===== config.mk =====
export PLATFORM = sky130hd
export DESIGN_NAME = spec_rob
export DESIGN_NICKNAME = d
export VERILOG_FILES = /design/src/rtl/spec_rob_pkg.sv /design/src/rtl/rob_ptrs.sv /design/src/rtl/rob_store.sv /design/src/rtl/rob_retire.sv /design/src/rtl/spec_rob.sv
export SDC_FILE = /design/constraint.sdc
export NUM_CORES = 1
export LEC_CHECK = 0
export BUFFER_PORTS_ARGS = -buffer_cell sky130_fd_sc_hd__buf_2
export CAP_MARGIN = 15
export CORE_MARGIN = 1.5
export CORE_UTILIZATION = 60
export DETAILED_ROUTE_END_ITERATION = 12
export PLACE_DENSITY = 0.85
export SYNTH_ARGS = -nofsm -noshare
export SYNTH_HDL_FRONTEND = slang
export SYNTH_HIERARCHICAL = 1
export SYNTH_SLANG_ARGS = --single-unit

===== constraint.sdc =====
create_clock -name clk -period 18.7 [get_ports clk]
set_input_delay 0.935 -clock clk [delete_from_list [all_inputs] [get_ports clk]]
set_output_delay 0.935 -clock clk [all_outputs]
set_load 0.01 [all_outputs]

===== src/rtl/spec_rob_pkg.sv =====
package spec_rob_pkg;
  typedef enum logic [1:0] {
    K_REG    = 2'd0,
    K_STORE  = 2'd1,
    K_BRANCH = 2'd2
  } op_kind_e;
endpackage


===== src/rtl/rob_ptrs.sv =====
module rob_ptrs #(
  parameter int DEPTH = 8,
  localparam int TW   = $clog2(DEPTH),
  localparam int CNTW = $clog2(DEPTH + 1)
) (
  input  logic            clk,
  input  logic            rst,
  input  logic            push,
  input  logic            pop,
  input  logic            flush_keep,
  input  logic            flush_all,
  output logic [TW-1:0]   head,
  output logic [TW-1:0]   tail,
  output logic [CNTW-1:0] count,
  output logic            full
);
  logic [TW-1:0]   head_q, tail_q;
  logic [CNTW-1:0] count_q;

  function automatic logic [TW-1:0] nxt(input logic [TW-1:0] p);
    return (p == TW'(DEPTH - 1)) ? '0 : p + 1'b1;
  endfunction

  always_ff @(posedge clk) begin
    if (rst) begin
      head_q  <= '0;
      tail_q  <= '0;
      count_q <= '0;
    end else if (flush_all) begin
      tail_q  <= head_q;
      count_q <= '0;
    end else if (flush_keep) begin
      head_q  <= nxt(head_q);
      tail_q  <= nxt(head_q);
      count_q <= '0;
    end else begin
      if (push) tail_q <= nxt(tail_q);
      if (pop)  head_q <= nxt(head_q);
      count_q <= count_q + CNTW'(push) - CNTW'(pop);
    end
  end

  assign head  = head_q;
  assign tail  = tail_q;
  assign count = count_q;
  assign full  = (count_q == CNTW'(DEPTH));

  p_reset_empty_r1: assert property (@(posedge clk) disable iff (rst)
    $fell(rst) |-> (count_q == '0 && head_q == tail_q));

  p_no_overflow_r3: assert property (@(posedge clk) disable iff (rst)
    (full && !flush_keep && !flush_all) |=> (tail_q == $past(tail_q)));
endmodule


===== src/rtl/rob_store.sv =====
module rob_store #(
  parameter int DEPTH = 8,
  parameter int DW    = 32,
  parameter int AW    = 16,
  parameter int PCW   = 32,
  parameter int CW    = 4,
  localparam int TW   = $clog2(DEPTH)
) (
  input  logic           clk,
  input  logic           rst,
  input  logic           alloc_we,
  input  logic [TW-1:0]  alloc_idx,
  input  logic [1:0]     alloc_kind,
  input  logic [AW-1:0]  alloc_dest,
  input  logic [PCW-1:0] alloc_pc,
  input  logic           res_valid,
  input  logic [TW-1:0]  res_tag,
  input  logic [DW-1:0]  res_value,
  input  logic           res_exc,
  input  logic [CW-1:0]  res_cause,
  input  logic           res_mispred,
  input  logic           kill_all,
  input  logic           free_we,
  input  logic [TW-1:0]  head_idx,
  input  logic [TW-1:0]  lk_tag,
  output logic           lk_valid,
  output logic [DW-1:0]  lk_value,
  output logic           head_live,
  output logic           head_done,
  output logic [1:0]     head_kind,
  output logic [AW-1:0]  head_dest,
  output logic [PCW-1:0] head_pc,
  output logic [DW-1:0]  head_value,
  output logic           head_exc,
  output logic [CW-1:0]  head_cause,
  output logic           head_mispred
);
  logic [DEPTH-1:0] live_v, done_v, exc_v, misp_v;
  logic             res_hit;

  logic [DW-1:0]  value_mem [DEPTH];
  logic [CW-1:0]  cause_mem [DEPTH];
  logic [1:0]     kind_mem  [DEPTH];
  logic [AW-1:0]  dest_mem  [DEPTH];
  logic [PCW-1:0] pc_mem    [DEPTH];

  assign res_hit = res_valid && live_v[res_tag];

  for (genvar i = 0; i < DEPTH; i++) begin : g_ent
    logic live_r, done_r, exc_r, misp_r;
    always_ff @(posedge clk) begin
      if (rst) begin
        live_r <= 1'b0;
        done_r <= 1'b0;
        exc_r  <= 1'b0;
        misp_r <= 1'b0;
      end else begin
        if (kill_all)
          live_r <= 1'b0;
        else if (alloc_we && alloc_idx == TW'(i))
          live_r <= 1'b1;
        else if (free_we && head_idx == TW'(i))
          live_r <= 1'b0;
        if (alloc_we && alloc_idx == TW'(i)) begin
          done_r <= 1'b0;
          exc_r  <= 1'b0;
          misp_r <= 1'b0;
        end else if (res_hit && res_tag == TW'(i)) begin
          done_r <= 1'b1;
          exc_r  <= res_exc;
          misp_r <= res_mispred;
        end
      end
    end
    assign live_v[i] = live_r;
    assign done_v[i] = done_r;
    assign exc_v[i]  = exc_r;
    assign misp_v[i] = misp_r;
  end

  always_ff @(posedge clk) begin
    if (res_hit) begin
      value_mem[res_tag] <= res_value;
      cause_mem[res_tag] <= res_cause;
    end
  end

  always_ff @(posedge clk) begin
    if (alloc_we) begin
      kind_mem[alloc_idx] <= alloc_kind;
      dest_mem[alloc_idx] <= alloc_dest;
      pc_mem[alloc_idx]   <= alloc_pc;
    end
  end

  logic lk_bus_hit;
  assign lk_bus_hit = res_valid && (res_tag == lk_tag) && live_v[lk_tag];
  assign lk_valid   = lk_bus_hit || (live_v[lk_tag] && done_v[lk_tag]);
  assign lk_value   = lk_bus_hit ? res_value : value_mem[lk_tag];

  assign head_live    = live_v[head_idx];
  assign head_done    = done_v[head_idx];
  assign head_kind    = kind_mem[head_idx];
  assign head_dest    = dest_mem[head_idx];
  assign head_pc      = pc_mem[head_idx];
  assign head_value   = value_mem[head_idx];
  assign head_exc     = exc_v[head_idx];
  assign head_cause   = cause_mem[head_idx];
  assign head_mispred = misp_v[head_idx];

  p_stale_result_r4: assert property (@(posedge clk) disable iff (rst)
    (res_valid && !live_v[res_tag] && !(alloc_we && alloc_idx == res_tag))
      |=> !done_v[$past(res_tag)]);

  p_free_complete_r7: assert property (@(posedge clk) disable iff (rst)
    free_we |-> (live_v[head_idx] && done_v[head_idx]));
endmodule


===== src/rtl/rob_retire.sv =====
module rob_retire
  import spec_rob_pkg::*;
#(
  parameter int DEPTH = 8,
  parameter int DW    = 32,
  parameter int AW    = 16,
  parameter int PCW   = 32,
  parameter int CW    = 4,
  localparam int TW   = $clog2(DEPTH)
) (
  input  logic           clk,
  input  logic           rst,
  input  logic [TW-1:0]  head_idx,
  input  logic           head_live,
  input  logic           head_done,
  input  logic [1:0]     head_kind,
  input  logic [AW-1:0]  head_dest,
  input  logic [PCW-1:0] head_pc,
  input  logic [DW-1:0]  head_value,
  input  logic           head_exc,
  input  logic [CW-1:0]  head_cause,
  input  logic           head_mispred,
  output logic           pop,
  output logic           flush_keep,
  output logic           flush_all,
  output logic           cm_valid,
  output logic           cm_reg_we,
  output logic           cm_st_we,
  output logic [TW-1:0]  cm_tag,
  output logic [AW-1:0]  cm_dest,
  output logic [DW-1:0]  cm_data,
  output logic           flush_valid,
  output logic           flush_exc,
  output logic [PCW-1:0] flush_pc,
  output logic [CW-1:0]  flush_cause
);
  op_kind_e kind;
  logic     fire;

  assign kind       = op_kind_e'(head_kind);
  assign fire       = head_live && head_done;
  assign flush_all  = fire && head_exc;
  assign pop        = fire && !head_exc;
  assign flush_keep = pop && (kind == K_BRANCH) && head_mispred;

  always_ff @(posedge clk) begin
    if (rst) begin
      cm_valid    <= 1'b0;
      cm_reg_we   <= 1'b0;
      cm_st_we    <= 1'b0;
      cm_tag      <= '0;
      cm_dest     <= '0;
      cm_data     <= '0;
      flush_valid <= 1'b0;
      flush_exc   <= 1'b0;
      flush_pc    <= '0;
      flush_cause <= '0;
    end else begin
      cm_valid    <= pop;
      cm_reg_we   <= pop && (kind == K_REG);
      cm_st_we    <= pop && (kind == K_STORE);
      cm_tag      <= pop ? head_idx   : '0;
      cm_dest     <= pop ? head_dest  : '0;
      cm_data     <= pop ? head_value : '0;
      flush_valid <= flush_keep || flush_all;
      flush_exc   <= flush_all;
      flush_pc    <= (flush_keep || flush_all) ? head_pc : '0;
      flush_cause <= flush_all ? head_cause : '0;
    end
  end

  p_single_write_r8: assert property (@(posedge clk) disable iff (rst)
    $onehot0({cm_reg_we, cm_st_we}));

  p_write_is_retire_r8: assert property (@(posedge clk) disable iff (rst)
    (cm_reg_we || cm_st_we) |-> cm_valid);

  p_fault_no_write_r11: assert property (@(posedge clk) disable iff (rst)
    flush_exc |-> (!cm_valid && flush_valid));
endmodule


===== src/rtl/spec_rob.sv =====
module spec_rob
  import spec_rob_pkg::*;
#(
  parameter int DEPTH = 8,
  parameter int DW    = 32,
  parameter int AW    = 16,
  parameter int PCW   = 32,
  parameter int CW    = 4,
  localparam int TW   = $clog2(DEPTH),
  localparam int CNTW = $clog2(DEPTH + 1)
) (
  input  logic           clk,
  input  logic           rst,
  input  logic           alloc_valid,
  input  logic [1:0]     alloc_kind,
  input  logic [AW-1:0]  alloc_dest,
  input  logic [PCW-1:0] alloc_pc,
  output logic           alloc_ready,
  output logic [TW-1:0]  alloc_tag,
  input  logic           res_valid,
  input  logic [TW-1:0]  res_tag,
  input  logic [DW-1:0]  res_value,
  input  logic           res_exc,
  input  logic [CW-1:0]  res_cause,
  input  logic           res_mispred,
  input  logic [TW-1:0]  lk_tag,
  output logic           lk_valid,
  output logic [DW-1:0]  lk_value,
  output logic           cm_valid,
  output logic           cm_reg_we,
  output logic           cm_st_we,
  output logic [TW-1:0]  cm_tag,
  output logic [AW-1:0]  cm_dest,
  output logic [DW-1:0]  cm_data,
  output logic           flush_valid,
  output logic           flush_exc,
  output logic [PCW-1:0] flush_pc,
  output logic [CW-1:0]  flush_cause
);
  logic [TW-1:0]   head, tail;
  logic [CNTW-1:0] occupancy;
  logic            full, push, pop, flush_keep, flush_all;
  logic            head_live, head_done, head_exc, head_mispred;
  logic [1:0]      head_kind;
  logic [AW-1:0]   head_dest;
  logic [PCW-1:0]  head_pc;
  logic [DW-1:0]   head_value;
  logic [CW-1:0]   head_cause;

  assign alloc_ready = !full && !flush_keep && !flush_all;
  assign alloc_tag   = tail;
  assign push        = alloc_valid && alloc_ready;

  rob_ptrs #(.DEPTH(DEPTH)) u_ptrs (
    .clk(clk), .rst(rst), .push(push), .pop(pop),
    .flush_keep(flush_keep), .flush_all(flush_all),
    .head(head), .tail(tail), .count(occupancy), .full(full)
  );

  rob_store #(.DEPTH(DEPTH), .DW(DW), .AW(AW), .PCW(PCW), .CW(CW)) u_store (
    .clk(clk), .rst(rst),
    .alloc_we(push), .alloc_idx(tail), .alloc_kind(alloc_kind),
    .alloc_dest(alloc_dest), .alloc_pc(alloc_pc),
    .res_valid(res_valid), .res_tag(res_tag), .res_value(res_value),
    .res_exc(res_exc), .res_cause(res_cause), .res_mispred(res_mispred),
    .kill_all(flush_keep || flush_all), .free_we(pop), .head_idx(head),
    .lk_tag(lk_tag), .lk_valid(lk_valid), .lk_value(lk_value),
    .head_live(head_live), .head_done(head_done), .head_kind(head_kind),
    .head_dest(head_dest), .head_pc(head_pc), .head_value(head_value),
    .head_exc(head_exc), .head_cause(head_cause), .head_mispred(head_mispred)
  );

  rob_retire #(.DEPTH(DEPTH), .DW(DW), .AW(AW), .PCW(PCW), .CW(CW)) u_retire (
    .clk(clk), .rst(rst), .head_idx(head),
    .head_live(head_live), .head_done(head_done), .head_kind(head_kind),
    .head_dest(head_dest), .head_pc(head_pc), .head_value(head_value),
    .head_exc(head_exc), .head_cause(head_cause), .head_mispred(head_mispred),
    .pop(pop), .flush_keep(flush_keep), .flush_all(flush_all),
    .cm_valid(cm_valid), .cm_reg_we(cm_reg_we), .cm_st_we(cm_st_we),
    .cm_tag(cm_tag), .cm_dest(cm_dest), .cm_data(cm_data),
    .flush_valid(flush_valid), .flush_exc(flush_exc),
    .flush_pc(flush_pc), .flush_cause(flush_cause)
  );

  p_flush_empties_r10: assert property (@(posedge clk) disable iff (rst)
    flush_valid |-> (occupancy == '0));

  p_same_edge_r9: assert property (@(posedge clk) disable iff (rst)
    (push && pop && !flush_keep) |=> (occupancy == $past(occupancy)));
endmodule


### Word level (Yosys, flattened, before mapping)

Memories as Yosys holds them, arrays and structs flattened. A register that Yosys moved wholly into a read port is not among the register bits.
Cells that the tools add are included.

| storage, ports and cells | value |
|---|---|
| register bits after elaboration | 50 |
| bits in writable memories | 688 |
| input port bits | 98 |
| logic and storage cells | 197 |
| memories | 5 |

Memories:

| name | words | bits a word | read ports | clocked after memory_dff | wr ports | line | source |
|---|---|---|---|---|---|---|---|
| u_store.pc_mem | 8 | 32 | 1 | 1 | 1 | rob_store.sv:45 | `logic [PCW-1:0] pc_mem [DEPTH];` |
| u_store.value_mem | 8 | 32 | 2 | 1 | 1 | rob_store.sv:41 | `logic [DW-1:0] value_mem [DEPTH];` |
| u_store.dest_mem | 8 | 16 | 1 | 1 | 1 | rob_store.sv:44 | `logic [AW-1:0] dest_mem [DEPTH];` |
| u_store.cause_mem | 8 | 4 | 1 | 1 | 1 | rob_store.sv:42 | `logic [CW-1:0] cause_mem [DEPTH];` |
| u_store.kind_mem | 8 | 2 | 1 | 1 | 1 | rob_store.sv:43 | `logic [1:0] kind_mem [DEPTH];` |

| operators by class | value |
|---|---|
| add/sub/neg operators | 4 |
| magnitude comparators | 3 |
| equal/unequal tests | 25 |
| mux-type cells | 44 |
| bitwise operators | 3 |
| reduce and logical (&&, ||, !) cells | 72 |

Operators by type and width:

| kind | count |
|---|---|
| logical AND 1 bit | 38 |
| == test 3 bit (second input constant) | 12 |
| 2-to-1 mux 32 bit | 1 |
| 2-to-1 mux 1 bit | 27 |
| 2-to-1 mux 3 bit | 9 |
| OR reduction 2 bit | 12 |
| binary-select mux 1 bit (select 3 bit) | 7 |
| == test 3 x 2 -> 1 bit (second input constant) | 6 |
| nonzero test 2 bit | 9 |
| < comparator 3 x 4 -> 1 bit (second input constant) | 3 |
| == test 3 x 1 -> 1 bit (second input constant) | 3 |
| logical NOT 3 bit | 3 |
| adder 3 x 1 -> 3 bit (second input constant) | 2 |
| adder 4 x 1 -> 4 bit | 1 |
| == test 4 bit (second input constant) | 1 |
| logical NOT 1 bit | 4 |
| subtractor 4 x 1 -> 4 bit | 1 |
| == test 3 bit | 1 |
| NOT 1 bit | 3 |
| nonzero test 3 bit | 1 |
| OR reduction 3 bit | 1 |
| == test 2 x 1 -> 1 bit (second input constant) | 1 |
| == test 2 bit (second input constant) | 1 |
| logical NOT 2 bit | 1 |
| other kinds (2) | 3 |

### Depth between registers and ports, before layout

| depth | value |
|---|---|
| word-level depth | 13 |
| depth in mapped cells | 14 |
| mapped depth without buffers | 10 |

### Modules after synthesis

Netlist, hierarchy kept.

By module, submodules not included:

| module | times used | cells each | area an instance (um^2) | sequential area each (um^2) |
|---|---|---|---|---|
| rob_store | 1 | 1323 | 29904.9 | 21300.4 |
| rob_retire | 1 | 241 | 2999.1 | 1841.8 |
| rob_ptrs | 1 | 68 | 656.9 | 200.2 |
| spec_rob | 1 | 3 | 26.3 | 0.0 |

### Least setup slack after synthesis

Ideal clock, no wire load.

| timing | value |
|---|---|
| path kind | reg-to-reg |
| from | register u_ptrs.head_q[0], in the netlist u_ptrs/head[0] |
| to | memory u_store.dest_mem[2][0] (enable) |
| setup time | 529 ps |
| arrival | 6924 ps |
| data required time | 18171 ps |
| path slack | 11248 ps |
| cell stages (with the launch flop) | 12 |
| buffers on the path | 4 |
| period minus slack after synthesis | 7452 ps |
| cell sequence | dfxtp_1 clkbuf_1 clkbuf_1 buf_2 mux4_2 mux2_2 nand2_2 buf_2 nor3_1 nor4b_2 nand2_1 nor3_1 |

| between the ends | value |
|---|---|
| longest elaborated chain between the ends | 12 |
| elaborated cells between the ends (all ways) | 21 |
| classes of those cells | mux: 10; reduce/logical: 11 |

Ends and longest elaborated chain:

| element | line | source |
|---|---|---|
| start, declared | rob_ptrs.sv:17 | `logic [TW-1:0] head_q, tail_q;` |
| start signal, assigned | rob_ptrs.sv:33 | `head_q <= nxt(head_q);` |
| start signal, assigned | rob_ptrs.sv:38 | `if (pop) head_q <= nxt(head_q);` |
| binary-select mux 1 bit (select 3 bit) | rob_store.sv:101 | `assign head_live = live_v[head_idx];` |
| 2-to-1 mux 1 bit (not written as such) | rob_store.sv:101 |  |
| net head_live | spec_rob.sv:43 | `logic head_live, head_done, head_exc, head_mispred;` |
| logical AND 1 bit | rob_retire.sv:41 | `assign fire = head_live && head_done;` |
| logical AND 1 bit | rob_retire.sv:43 | `assign pop = fire && !head_exc;` |
| logical AND 1 bit (2 in a row) | rob_retire.sv:44 | `assign flush_keep = pop && (kind == K_BRANCH) && head_mispred;` |
| net flush_keep | spec_rob.sv:42 | `logic full, push, pop, flush_keep, flush_all;` |
| logical NOT 1 bit | spec_rob.sv:50 | `assign alloc_ready = !full && !flush_keep && !flush_all;` |
| logical AND 1 bit (2 in a row) | spec_rob.sv:50 |  |
| logical AND 1 bit | spec_rob.sv:52 | `assign push = alloc_valid && alloc_ready;` |
| net push | spec_rob.sv:42 |  |
| 2-to-1 mux 1 bit | rob_store.sv:89 | `if (alloc_we) begin` |
| 2-to-1 mux 1 bit (not written as such) | rob_store.sv:91 | `dest_mem[alloc_idx] <= alloc_dest;` |
| end, declared | rob_store.sv:44 |  |

The timed path passes the listed nets, and every way through them passes these cells. The select of a mux whose other input is x is not followed.

### Final worst setup path

| timing | value |
|---|---|
| from | register u_ptrs.head_q[0], in the netlist u_ptrs/head[0] |
| to | memory u_store.dest_mem[3][9] (enable) |

| between the ends | value |
|---|---|
| elaborated cells between the ends (all ways) | 21 |
| classes of those cells | mux: 10; reduce/logical: 11 |

RTL lines:

| element | line | source |
|---|---|---|
| binary-select mux 1 bit (select 3 bit) | rob_store.sv:107 | `assign head_exc = exc_v[head_idx];` |
| 2-to-1 mux 1 bit (not written as such) | rob_store.sv:107 |  |
| net head_exc | spec_rob.sv:43 |  |
| logical AND 1 bit | rob_retire.sv:42 | `assign flush_all = fire && head_exc;` |
| net flush_all | spec_rob.sv:42 |  |
| logical NOT 1 bit | spec_rob.sv:50 |  |
| logical AND 1 bit | spec_rob.sv:50 |  |
| logical AND 1 bit | spec_rob.sv:52 |  |
| net push | spec_rob.sv:42 |  |
| 2-to-1 mux 1 bit | rob_store.sv:89 |  |
| 2-to-1 mux 1 bit (not written as such) | rob_store.sv:91 |  |

The timed path passes the listed nets, and every way through them passes these cells. The select of a mux whose other input is x is not followed.

==> results.sh <==
export IMPL_status="finished, final reports clean"
export IMPL_drive_gt1_share_pct=43.2
export IMPL_setup_violations_final=0
export IMPL_crit_type="flip-flop to flip-flop"
export IMPL_area_growth_pct=13.6
export IMPL_clock_latency_ps=650
export IMPL_cp_arrival_ps=7450
export IMPL_tns_ps=0
export IMPL_hold_start="u_store/g_ent[7].done_r"
export IMPL_hold_viol_final=0
export IMPL_die_h_um=240
export IMPL_crit_end="u_store/dest_mem[3][9]"
export IMPL_layout_commonest_cell="edfxtp_1"
export IMPL_num_vias=17186
export IMPL_fmax_mhz=140
export IMPL_start_kind="flip-flop"
export IMPL_ir_drop_uv=111
export IMPL_dr_first_iter_drc_count=1641
export IMPL_cts_sinks=822
export IMPL_std_cell_rows=86
export IMPL_fin_crit_ps=7170
export IMPL_synthCells=1635
export IMPL_pre_cts_ws_ps=11500
export IMPL_cts_root_buf="clkbuf_16"
export IMPL_min_path_type="flip-flop to flip-flop"
export IMPL_cts_tree="done"
export IMPL_cellLeakagePower_uw=0.0129
export IMPL_rr_endpoint="u_store/dest_mem[3][9]"
export IMPL_postSynthNetCount=1743
export IMPL_start_util_pct=60.8
export IMPL_die_w_um=240
export IMPL_drcViolationCount=0
export IMPL_antenna_left=0
export IMPL_antenna_found_initial=11
export IMPL_worstSetupEndpointType="flip-flop"
export IMPL_crit_required_ps=18980
export IMPL_cp_startpoint="u_ptrs/head[0]"
export IMPL_drv_cap=0
export IMPL_reg2reg_depth=9
export IMPL_max_slew_worst_pin_slew_ps=1200
export IMPL_fin_worst_skew_ps=24.1
export IMPL_rsz0062_at_grt="false"
export IMPL_dp_hpwl_mm=41.6
export IMPL_powerDensity_nw_per_um2=104
export IMPL_grt_pass1_wl_mm=112
export IMPL_synthesis_area_um2=33600
export IMPL_layout_common_cells="688 x edfxtp_1, 241 x mux4_2, 224 x buf_2"
export IMPL_routed_via_density=6.40
export IMPL_ctsResizeCount=0
export IMPL_cts_inserted_buffers=80
export IMPL_port_buffers=226
export IMPL_first_global_vias=18137
export IMPL_htreeDepth=3
export IMPL_yosysUniqueCellTypes=57
export IMPL_io_pins=227
export IMPL_grt_max_degree=73
export IMPL_gp_congestion=0.823
export IMPL_die_area_um2=57400
export IMPL_drtPass1Iterations=7
export IMPL_max_slew_margin_pct=19.9
export IMPL_synth_seq_cells=822
export IMPL_post_cts_buffers=0
export IMPL_grt_use_total_pct=26.6
export IMPL_cp_max_fo=49
export IMPL_nets=1972
export IMPL_fin_ws_ps=11530
export IMPL_r2r_start="u_ptrs/head[0]"
export IMPL_drt_total_wl_mm=74.4
export IMPL_synth_yosys_warnings=6
export IMPL_ys_seq_area_share_pct=69.5
export IMPL_avgRoutedWirePerCell_um=27.7
export IMPL_cts_buffer_depth=3
export IMPL_drv_slew=0
export IMPL_cts_clk_slew_worst_paths_ps=60
export IMPL_holdBufCountCts=0
export IMPL_fin_crit_sh_pct=38.3
export IMPL_grt_ovfl_total=0
export IMPL_syn_avg_cell_area_um2=20.5
export IMPL_r2r_slack_ps=11530
export IMPL_coreArea_um2=55200
-- logic make-up after synthesis --
group / Yosys count / share of synthesized area, %
xor+xnor: 4 / 0.104
mux: 426 / 22.9
simple gates: 158 / 2.80
fa+ha+maj: 10 / 0.395
flops: 822 / 69.5
buf+inv: 154 / 2.43
compound gates: 61 / 1.93
-- cell usage after synthesis (all sizes together) --
cell type    n  area share (%)
mux2       154             5.5
a311oi       1           0.026
nor4b        1           0.045
xor2         1           0.026
edfxtp     688              62
nor3b        1           0.022
nor3        28            0.45
fa           1           0.060
o31ai        2           0.045
a2111oi     32             1.4
nand3b       3            0.10
a21o         1           0.022
clkbuf      45            0.51
nand4        4           0.074
o21bai       1           0.056
o22ai        1           0.019
ha           9            0.34
or2          2           0.037
a22o         1           0.030
nor4bb       1           0.030
inv         51            0.57
nand2        8           0.097
nand3        8            0.12
a21boi       1           0.022
nor4         1           0.063
a211oi       3           0.067
buf         58             1.3
dfxtp      134             8.0
mux2i       25            0.75
o21ai        2           0.030
and3b        2           0.052
nor2        27            0.35
and2        55             1.0
a21oi       12            0.18
mux4       247              17
nand2b       5           0.093
nor2b        5           0.093
and3         5           0.093
xnor2        3           0.078
nand4b       2           0.052
a31oi        4           0.074
-- cell type report --
type / instances / area [µm²]
multi-input combinational: 659 / 9510
inverter: 51 / 191
tap: 748 / 936
antenna: 6 / 15.0
sequential: 822 / 23400
clock buffer: 109 / 2290
fill: 3285 / 17000
clock inverter: 41 / 559
timing repair buffer: 250 / 1320
-- sequential cells by signal, summed over array words and instances (netlist names), 3 cells and up --
register	cells
u_store/pc_mem	256
u_store/value_mem	256
u_store/dest_mem	128
u_retire/cm_data	32
u_retire/flush_pc	32
u_store/cause_mem	32
u_retire/cm_dest	16
u_store/kind_mem	16
u_store/g_ent.done_r	8
u_store/g_ent.exc_r	8
u_store/g_ent.live_r	8
u_store/g_ent.misp_r	8
u_ptrs/count	4
u_retire/flush_cause	4
u_ptrs/head	3
u_ptrs/tail	3
u_retire/cm_tag	3
-- through the flow --
stage	cell area [µm²]	std cells	hold WS (ps)	util [%]	power [µW]
6_report	38200	2686	499	69.1	3980
3_3_place_gp	35300	2530	461	64.0	2290
5_1_grt	38200	2682	539	69.1	4090
3_5_place_dp	35300	2530	481	64.0	2300
4_1_cts	38200	2680	490	69.1	4010
2_1_floorplan	33600	1635	441	-	2220
-- how the worst min path moves through the flow --
| stage | endpoint | slack (ps) | cells after the start |
|---|---|---|---|
| 2_1_floorplan | u_store/g_ent[6].done_r | 440 | 2 |
| 6_report | u_store/g_ent[7].done_r | 500 | 2 |
| 5_1_grt | u_store/g_ent[7].done_r | 540 | 2 |
| 3_3_place_gp | u_store/g_ent[7].done_r | 460 | 2 |
| 3_5_place_dp | u_store/g_ent[7].done_r | 480 | 2 |
| 4_1_cts | u_store/g_ent[7].done_r | 490 | 2 |
-- report_power, final --
part           switching, µW  internal (µW)
Combinational            126           90.9
Sequential              15.6           2040
Clock                    681           1030
Total                    823           3160
-- critical path: stages (launching register included) --
cell	delay, ps
dfxtp_4	990
buf_4	860
mux4_2	600
mux2_2	390
inv_2	760
nor2_1	500
nor4b_2	810
nand2_1	410
nor2_4	880
buf_4	560
-- per-layer routing --
metal / up-vias / GRT usage, % / wire, µm
met5: - / 0 / 64
li1: 7174 / - / -
met1: 8933 / 34.9 / 28100
met2: 894 / 45.1 / 38300
met4: 12 / 8.55 / 1910
met3: 173 / 5.37 / 5970
(Power assumes the default switching activity.)
